==> src/rtl/mbx_pkg.sv <==
// mbx_pkg: mailbox opcodes, status code and the step-to-opcode mapping
// shared by the sequencer and the command engine.
package mbx_pkg;
    localparam int          WORD_W    = 32;
    localparam int          BUSY_BIT  = 31;
    localparam logic [7:0]  OP_OPEN   = 8'h02;
    localparam logic [7:0]  OP_CLOSE  = 8'h03;
    localparam logic [7:0]  OP_RD_DAT = 8'h07;
    localparam logic [7:0]  OP_WR_DAT = 8'h08;
    localparam logic [7:0]  OP_ADDR0  = 8'h13;
    localparam logic [15:0] ST_OK     = 16'h0040;

    // Address-phase opcode: 0x13..0x16 follow the kind encoding.
    function automatic logic [7:0] addr_opcode(input logic [1:0] kind);
        return OP_ADDR0 + {6'b0, kind};
    endfunction

    // Data-phase opcode: odd kinds are writes.
    function automatic logic [7:0] data_opcode(input logic [1:0] kind);
        return kind[0] ? OP_WR_DAT : OP_RD_DAT;
    endfunction

    // Sequence ID carried by open and close.
    function automatic logic [WORD_W-1:0] seq_id(input logic [1:0] kind);
        return WORD_W'(kind) + WORD_W'(1);
    endfunction
endpackage

==> src/rtl/mbx_cmd_engine.sv <==
// mbx_cmd_engine: issues one mailbox command (data write, command write,
// busy polling with an idle gap, whole-command retry), or a single read
// of the data register when rd_only is set.
// Assumes: start is only raised while idle; the bus holds one access open.
module mbx_cmd_engine
    import mbx_pkg::*;
#(
    parameter int POLL_LIMIT  = 100,
    parameter int RETRY_LIMIT = 10,
    parameter int GAP_W       = 16,
    parameter int BUS_AW      = 4
) (
    input  logic              clk,
    input  logic              rst_n,
    input  logic              start,
    input  logic              rd_only,
    input  logic [7:0]        opcode,
    input  logic [WORD_W-1:0] arg,
    input  logic [GAP_W-1:0]  poll_gap,
    output logic              cmd_done,
    output logic              cmd_fail,
    output logic [WORD_W-1:0] rd_value,
    output logic              bus_valid,
    input  logic              bus_ready,
    output logic              bus_write,
    output logic [BUS_AW-1:0] bus_addr,
    output logic [WORD_W-1:0] bus_wdata,
    input  logic [WORD_W-1:0] bus_rdata
);
    localparam int PCW = $clog2(POLL_LIMIT + 1);
    localparam int RCW = $clog2(RETRY_LIMIT + 1);
    localparam logic [BUS_AW-1:0] CMD_OFS  = '0;
    localparam logic [BUS_AW-1:0] DATA_OFS = BUS_AW'(4);

    typedef enum logic [2:0] {E_IDLE, E_WDATA, E_WCMD, E_POLL, E_WAIT, E_RDREG} est_e;

    est_e              est;
    logic [7:0]        opc_q;
    logic [WORD_W-1:0] arg_q;
    logic [PCW-1:0]    polls;
    logic [RCW-1:0]    tries;
    logic [GAP_W-1:0]  wait_cnt;

    logic busy_seen, last_poll, attempt_bad, last_try;

    // Classify the poll response currently on the bus.
    always_comb begin
        busy_seen   = bus_rdata[BUSY_BIT];
        last_poll   = (polls == PCW'(POLL_LIMIT - 1));
        attempt_bad = busy_seen ? last_poll : (bus_rdata[15:0] != ST_OK);
        last_try    = (tries == RCW'(RETRY_LIMIT - 1));
    end

    // Command state machine with poll and retry counting.
    always_ff @(posedge clk) begin
        if (!rst_n) begin
            est      <= E_IDLE;
            opc_q    <= '0;
            arg_q    <= '0;
            polls    <= '0;
            tries    <= '0;
            wait_cnt <= '0;
            cmd_done <= 1'b0;
            cmd_fail <= 1'b0;
            rd_value <= '0;
        end else begin
            cmd_done <= 1'b0;
            case (est)
                E_IDLE: if (start) begin
                    opc_q    <= opcode;
                    arg_q    <= arg;
                    tries    <= '0;
                    cmd_fail <= 1'b0;
                    est      <= rd_only ? E_RDREG : E_WDATA;
                end
                E_WDATA: if (bus_ready) est <= E_WCMD;
                E_WCMD: if (bus_ready) begin
                    polls <= '0;
                    est   <= E_POLL;
                end
                E_POLL: if (bus_ready) begin
                    if (attempt_bad) begin
                        if (last_try) begin
                            cmd_done <= 1'b1;
                            cmd_fail <= 1'b1;
                            est      <= E_IDLE;
                        end else begin
                            tries <= tries + RCW'(1);
                            est   <= E_WDATA;
                        end
                    end else if (busy_seen) begin
                        polls    <= polls + PCW'(1);
                        wait_cnt <= (poll_gap == '0) ? GAP_W'(1) : poll_gap;
                        est      <= E_WAIT;
                    end else begin
                        cmd_done <= 1'b1;
                        est      <= E_IDLE;
                    end
                end
                E_WAIT: begin
                    if (wait_cnt <= GAP_W'(1)) est <= E_POLL;
                    else wait_cnt <= wait_cnt - GAP_W'(1);
                end
                E_RDREG: if (bus_ready) begin
                    rd_value <= bus_rdata;
                    cmd_done <= 1'b1;
                    est      <= E_IDLE;
                end
                default: est <= E_IDLE;
            endcase
        end
    end

    // Drive the bus request for the current state.
    always_comb begin
        bus_valid = 1'b0;
        bus_write = 1'b0;
        bus_addr  = CMD_OFS;
        bus_wdata = '0;
        case (est)
            E_WDATA: begin
                bus_valid = 1'b1;
                bus_write = 1'b1;
                bus_addr  = DATA_OFS;
                bus_wdata = arg_q;
            end
            E_WCMD: begin
                bus_valid = 1'b1;
                bus_write = 1'b1;
                bus_wdata = {1'b1, 23'b0, opc_q};
            end
            E_POLL:  bus_valid = 1'b1;
            E_RDREG: begin
                bus_valid = 1'b1;
                bus_addr  = DATA_OFS;
            end
            default: ;
        endcase
    end
endmodule

==> src/rtl/mbx_seq_ctrl.sv <==
// mbx_seq_ctrl: walks one request through open, address, data,
// data-register read and close, and collects result and error.
// Assumes: the engine pulses eng_done once per started command.
module mbx_seq_ctrl
    import mbx_pkg::*;
(
    input  logic              clk,
    input  logic              rst_n,
    input  logic              req_valid,
    output logic              req_ready,
    input  logic [1:0]        req_kind,
    input  logic [WORD_W-1:0] req_addr,
    input  logic [WORD_W-1:0] req_wdata,
    output logic              eng_start,
    output logic              eng_rd_only,
    output logic [7:0]        eng_opcode,
    output logic [WORD_W-1:0] eng_arg,
    input  logic              eng_done,
    input  logic              eng_fail,
    input  logic [WORD_W-1:0] eng_rd_value,
    output logic              done,
    output logic              error,
    output logic [WORD_W-1:0] rdata
);
    typedef enum logic [2:0] {S_IDLE, S_OPEN, S_ADDR, S_DATA, S_READ, S_CLOSE} st_e;

    st_e               st;
    logic [1:0]        kind_q;
    logic [WORD_W-1:0] addr_q, wdata_q;
    logic              launched;

    // Step sequencing, result capture and sticky error.
    always_ff @(posedge clk) begin
        if (!rst_n) begin
            st       <= S_IDLE;
            kind_q   <= '0;
            addr_q   <= '0;
            wdata_q  <= '0;
            launched <= 1'b0;
            done     <= 1'b0;
            error    <= 1'b0;
            rdata    <= '0;
        end else begin
            done <= 1'b0;
            if (st == S_IDLE) begin
                if (req_valid) begin
                    kind_q   <= req_kind;
                    addr_q   <= req_addr;
                    wdata_q  <= req_wdata;
                    error    <= 1'b0;
                    launched <= 1'b0;
                    st       <= S_OPEN;
                end
            end else if (!launched) begin
                launched <= 1'b1;
            end else if (eng_done) begin
                launched <= 1'b0;
                error    <= error | eng_fail;
                if (st == S_READ) rdata <= eng_rd_value;
                if (st == S_CLOSE) begin
                    done <= 1'b1;
                    st   <= S_IDLE;
                end else begin
                    st <= st_e'(st + 3'd1);
                end
            end
        end
    end

    // Select opcode and argument for the current step.
    always_comb begin
        req_ready   = (st == S_IDLE);
        eng_start   = (st != S_IDLE) && !launched;
        eng_rd_only = 1'b0;
        eng_opcode  = OP_OPEN;
        eng_arg     = seq_id(kind_q);
        case (st)
            S_ADDR: begin
                eng_opcode = addr_opcode(kind_q);
                eng_arg    = addr_q;
            end
            S_DATA: begin
                eng_opcode = data_opcode(kind_q);
                eng_arg    = kind_q[0] ? wdata_q : '0;
            end
            S_READ:  eng_rd_only = 1'b1;
            S_CLOSE: eng_opcode  = OP_CLOSE;
            default: ;
        endcase
    end
endmodule

==> src/rtl/mbx_seq.sv <==
// mbx_seq: top of the mailbox transaction sequencer; joins the step
// controller to the command engine that owns the mailbox bus.
// Assumes: a single-outstanding valid/ready bus toward the mailbox.
module mbx_seq
    import mbx_pkg::*;
#(
    parameter int POLL_LIMIT  = 100,
    parameter int RETRY_LIMIT = 10,
    parameter int GAP_W       = 16,
    parameter int BUS_AW      = 4
) (
    input  logic              clk,
    input  logic              rst_n,
    input  logic [GAP_W-1:0]  poll_gap,
    input  logic              req_valid,
    output logic              req_ready,
    input  logic [1:0]        req_kind,
    input  logic [31:0]       req_addr,
    input  logic [31:0]       req_wdata,
    output logic              done,
    output logic              error,
    output logic [31:0]       rdata,
    output logic              bus_valid,
    input  logic              bus_ready,
    output logic              bus_write,
    output logic [BUS_AW-1:0] bus_addr,
    output logic [31:0]       bus_wdata,
    input  logic [31:0]       bus_rdata
);
    logic              eng_start, eng_rd_only, eng_done, eng_fail;
    logic [7:0]        eng_opcode;
    logic [WORD_W-1:0] eng_arg, eng_rd_value;

    mbx_seq_ctrl u_ctrl (
        .clk          (clk),
        .rst_n        (rst_n),
        .req_valid    (req_valid),
        .req_ready    (req_ready),
        .req_kind     (req_kind),
        .req_addr     (req_addr),
        .req_wdata    (req_wdata),
        .eng_start    (eng_start),
        .eng_rd_only  (eng_rd_only),
        .eng_opcode   (eng_opcode),
        .eng_arg      (eng_arg),
        .eng_done     (eng_done),
        .eng_fail     (eng_fail),
        .eng_rd_value (eng_rd_value),
        .done         (done),
        .error        (error),
        .rdata        (rdata)
    );

    mbx_cmd_engine #(
        .POLL_LIMIT  (POLL_LIMIT),
        .RETRY_LIMIT (RETRY_LIMIT),
        .GAP_W       (GAP_W),
        .BUS_AW      (BUS_AW)
    ) u_eng (
        .clk       (clk),
        .rst_n     (rst_n),
        .start     (eng_start),
        .rd_only   (eng_rd_only),
        .opcode    (eng_opcode),
        .arg       (eng_arg),
        .poll_gap  (poll_gap),
        .cmd_done  (eng_done),
        .cmd_fail  (eng_fail),
        .rd_value  (eng_rd_value),
        .bus_valid (bus_valid),
        .bus_ready (bus_ready),
        .bus_write (bus_write),
        .bus_addr  (bus_addr),
        .bus_wdata (bus_wdata),
        .bus_rdata (bus_rdata)
    );
endmodule

==> config.mk <==
export PLATFORM = sky130hd
export DESIGN_NAME = mbx_seq
export DESIGN_NICKNAME = d
export VERILOG_FILES = /design/src/rtl/mbx_pkg.sv /design/src/rtl/mbx_cmd_engine.sv /design/src/rtl/mbx_seq_ctrl.sv /design/src/rtl/mbx_seq.sv
export SDC_FILE = /design/constraint.sdc
export NUM_CORES = 1
export LEC_CHECK = 0
export BUFFER_PORTS_ARGS = -buffer_cell sky130_fd_sc_hd__buf_2
export CAP_MARGIN = 20
export CORE_AREA = 2 2 143 145
export CTS_BUF_LIST = sky130_fd_sc_hd__clkbuf_4 sky130_fd_sc_hd__clkbuf_8
export DETAILED_ROUTE_END_ITERATION = 8
export DIE_AREA = 0 0 145 147
export PLACE_DENSITY = 0.67
export SYNTH_ARGS = -nofsm -noshare
export SYNTH_HDL_FRONTEND = slang
export SYNTH_SLANG_ARGS = --single-unit
==> constraint.sdc <==
create_clock -name clk -period 2.55 [get_ports clk]
set_clock_uncertainty 0.05 [all_clocks]
set_input_delay 0.1275 -clock clk [delete_from_list [all_inputs] [get_ports clk]]
set_output_delay 0.1275 -clock clk [all_outputs]
set_load 0.05 [all_outputs]
==> impl_results.md <==
* Most frequent cells in the layout: nand2_1, dfxtp_1, buf_2, a21oi_1, dlygate4sd3_1
* H-tree levels at 2
* Crit-path max FO at 12
* I/O Pins at ~190
* Clk slew on worst S/H paths at 0.05 ns
* Core ar. at 19800 um2
* Setup TNS at 0 ns
* Root Buffer: clkbuf_8
* DP Wirelength at 14800 um
* Leakage at about 4.7 nW
* GRT Util Overall at 0.225
* ANT nets after route at 0
* Post-route DRC at 0
* Seq cells post-synth at 205
* Vias in the first global route at 8393
* Avg Cell Area, Syn at 7.80 um2
* Post-layout util at 0.593
* CTS sink cnt at 205
* Register area share after synthesis at 0.470
* Die width at 145 um
* Post-synth EDFFs at 0
* Startpoint Class: flip-flop
* Period utilisation layout at 0.941
* Initial antenna violation count at 0
* Worst setup EP type: primary output
* Top_reg_cell synth: dfxtp_1
* CTS tree: built
* Std-Cell Rows at 52
* Final setup fails at 0
* Vias/cell at 5.13
* Ys async rst share at 0
* Total number of vias at 8719
* Final Max Slew Viols at 0
* Arr. time, crit path at 2.22 ns
* TritonCTS buffer count at 37
* Measured slew at the worst slew-check pin at 0.915 ns
* Area of the mapped netlist at around 8700 um2
* Fmax at between 400 and 500 MHz
* Min-Delay Path Class: input port to flip-flop
* Post-Route WL at 24800 um
* Pwr Density at 654 nW/um2
* Grt total ovfl at 0
* Distinct cell type count after synthesis at a little under 70
* Mapped Cells at roughly 1100
* Initial DRC count at 460
* DIE HEIGHT at 147 um
* Ratio of cells with drive above 1 in the final layout at 0.204
* Clock Latency Late Sink at 0.52 ns
* Max-Cap Viols at 0
* Hold Path Cell Cnt at 5
* Worst vdd ir at 0.000526 V
* Outcome: finished, final reports clean
* Fin. Hold Viols at 0
* RSZ-0062 raised after global routing: no
* Register-to-Register Path Depth at 7
* Drt pass-1 iters at 5
* Die ar. at 21300 um2
* NumNets Final at 1536
* Critical path type: flip-flop to primary output
* Slew headroom at 0.384
* Area growth from synthesis to layout at 34.7%
* Tmin final at between 2 and 2.5 ns
* Antenna diodes at 0
* PortBufs at 187
* Critical Path RT at approximately 2.4 ns
* Largest net degree at the start of global routing at 74
* Initial Utilization at 0.440
* Bufs on Longest Clock Path at 3
* Most common cell after layout, fill and taps aside: nand2_1
* Yosys warns at 0
* First-pass GRT wire length at slightly above 40000 um
* GP Congestion at around 0.85
* Routed WL per cell at 14.6 um
## cell families (layout without fill, tap and decap cells)
group           count (synthesis)  after routing  synth area share
other cells                     1              3          0.000430
compound gates                306            307             0.206
flops                         205            205             0.470
simple gates                  490            490             0.246
buf+inv                       101            408            0.0572
xor+xnor                        5              5           0.00502
fa+ha+maj                       8              8            0.0115
mux                             3              3           0.00344
## registers in the layout (all words and copies together) (netlist names), 2 cells and up
signal and count:
u_ctrl.rdata 32, u_ctrl.kind_q 2, u_ctrl.wdata_q 32, u_eng.wait_cnt 16
u_ctrl.addr_q 32, u_ctrl.st 3, u_eng.tries 4, u_eng.rd_value 32
u_eng.arg_q 32, u_eng.est 3, u_eng.opc_q 5, u_eng.polls 7
## where the power goes
group | internal [mW] | total [mW] | switching [mW]
registers | 3.32 | 3.42 | 0.0994
logic | 0.512 | 1.28 | 0.763
clock network | 1.72 | 2.99 | 1.27
## metal layers
| layer | routed length, um | global-route usage | part of all wire |
|---|---|---|---|
| met1 | 10700 | 0.282 | 0.43 |
| met2 | 12000 | 0.384 | 0.48 |
| met3 | 1510 | 0.0506 | 0.061 |
| met4 | 616 | 0.0787 | 0.025 |
| met5 | 0 | 0 | 0 |
## area by class of cell
class | count | area [um2]
fill | 1773 | 8080
multi-input combinational | 816 | 4160
inverter | 18 | 70.1
tap | 270 | 338
sequential | 205 | 4110
clock buffer | 55 | 694
clock inverter | 3 | 18.8
timing repair buffer | 332 | 2380
## worst max-delay path: stages, from the launching register on
cell,delay (ns)
dfxtp_1,0.53
nor2b_1,0.54
a22oi_1,0.17
nor2_1,0.17
buf_2,0.29
## stage by stage
stage | instances | hold WS [ns] | setup WS [ns] | total power [mW] | area, um2
floorplan | 1121 | 0.213 | 0.0527 | 4.25 | 8740
global placement | 1518 | 0.318 | 0.165 | 4.58 | 9810
detailed placement | 1518 | 0.324 | 0.115 | 4.59 | 9810
CTS | 1697 | 0.0144 | 0.116 | 7.73 | 11700
global route | 1699 | 0.0784 | 0.0358 | 8.07 | 11800
finish | 1699 | 0.0452 | 0.151 | 7.69 | 11800
## Yosys cell counts, types with 5 or more instances
cell,n,area share
nor2b_1,11,0.0079
nand4_1,5,0.0036
a22oi_1,38,0.033
ha_1,8,0.011
o21ai_0,54,0.031
or4_1,5,0.0043
xor2_1,5,0.0050
nand2_1,316,0.14
buf_4,5,0.0043
o211ai_1,6,0.0052
and2_1,33,0.024
o311ai_0,5,0.0050
clkbuf_1,64,0.028
inv_1,17,0.0073
a21oi_1,163,0.093
nor4_1,9,0.0064
nor2_1,61,0.026
dfxtp_1,205,0.47
nand3_1,11,0.0063
nand2b_1,6,0.0043
o32ai_1,5,0.0050
nor3_1,9,0.0052
## path summary, 6_finish.rpt
kind	startpoint	slack, ns	endpoint
setup / recovery	u_eng.est[1]	0.15	bus_wdata[3]
hold / removal	poll_gap[14]	0.05	u_eng.wait_cnt[14]
setup reg to reg	u_eng.est[0]	0.23	u_eng.rd_value[30]
hold reg to reg	u_eng.rd_value[0]	0.38	u_ctrl.rdata[0]
## what timing repair did
action                                  in CTS  in global routing
hold endpoints to repair                   119                  0
gates resized for setup                      0                  2
buffers inserted                             0                  1
endpoints found under the setup margin       0                 11
hold buffers                               121                  0
Note: power is estimated with default switching activity, not from simulation.
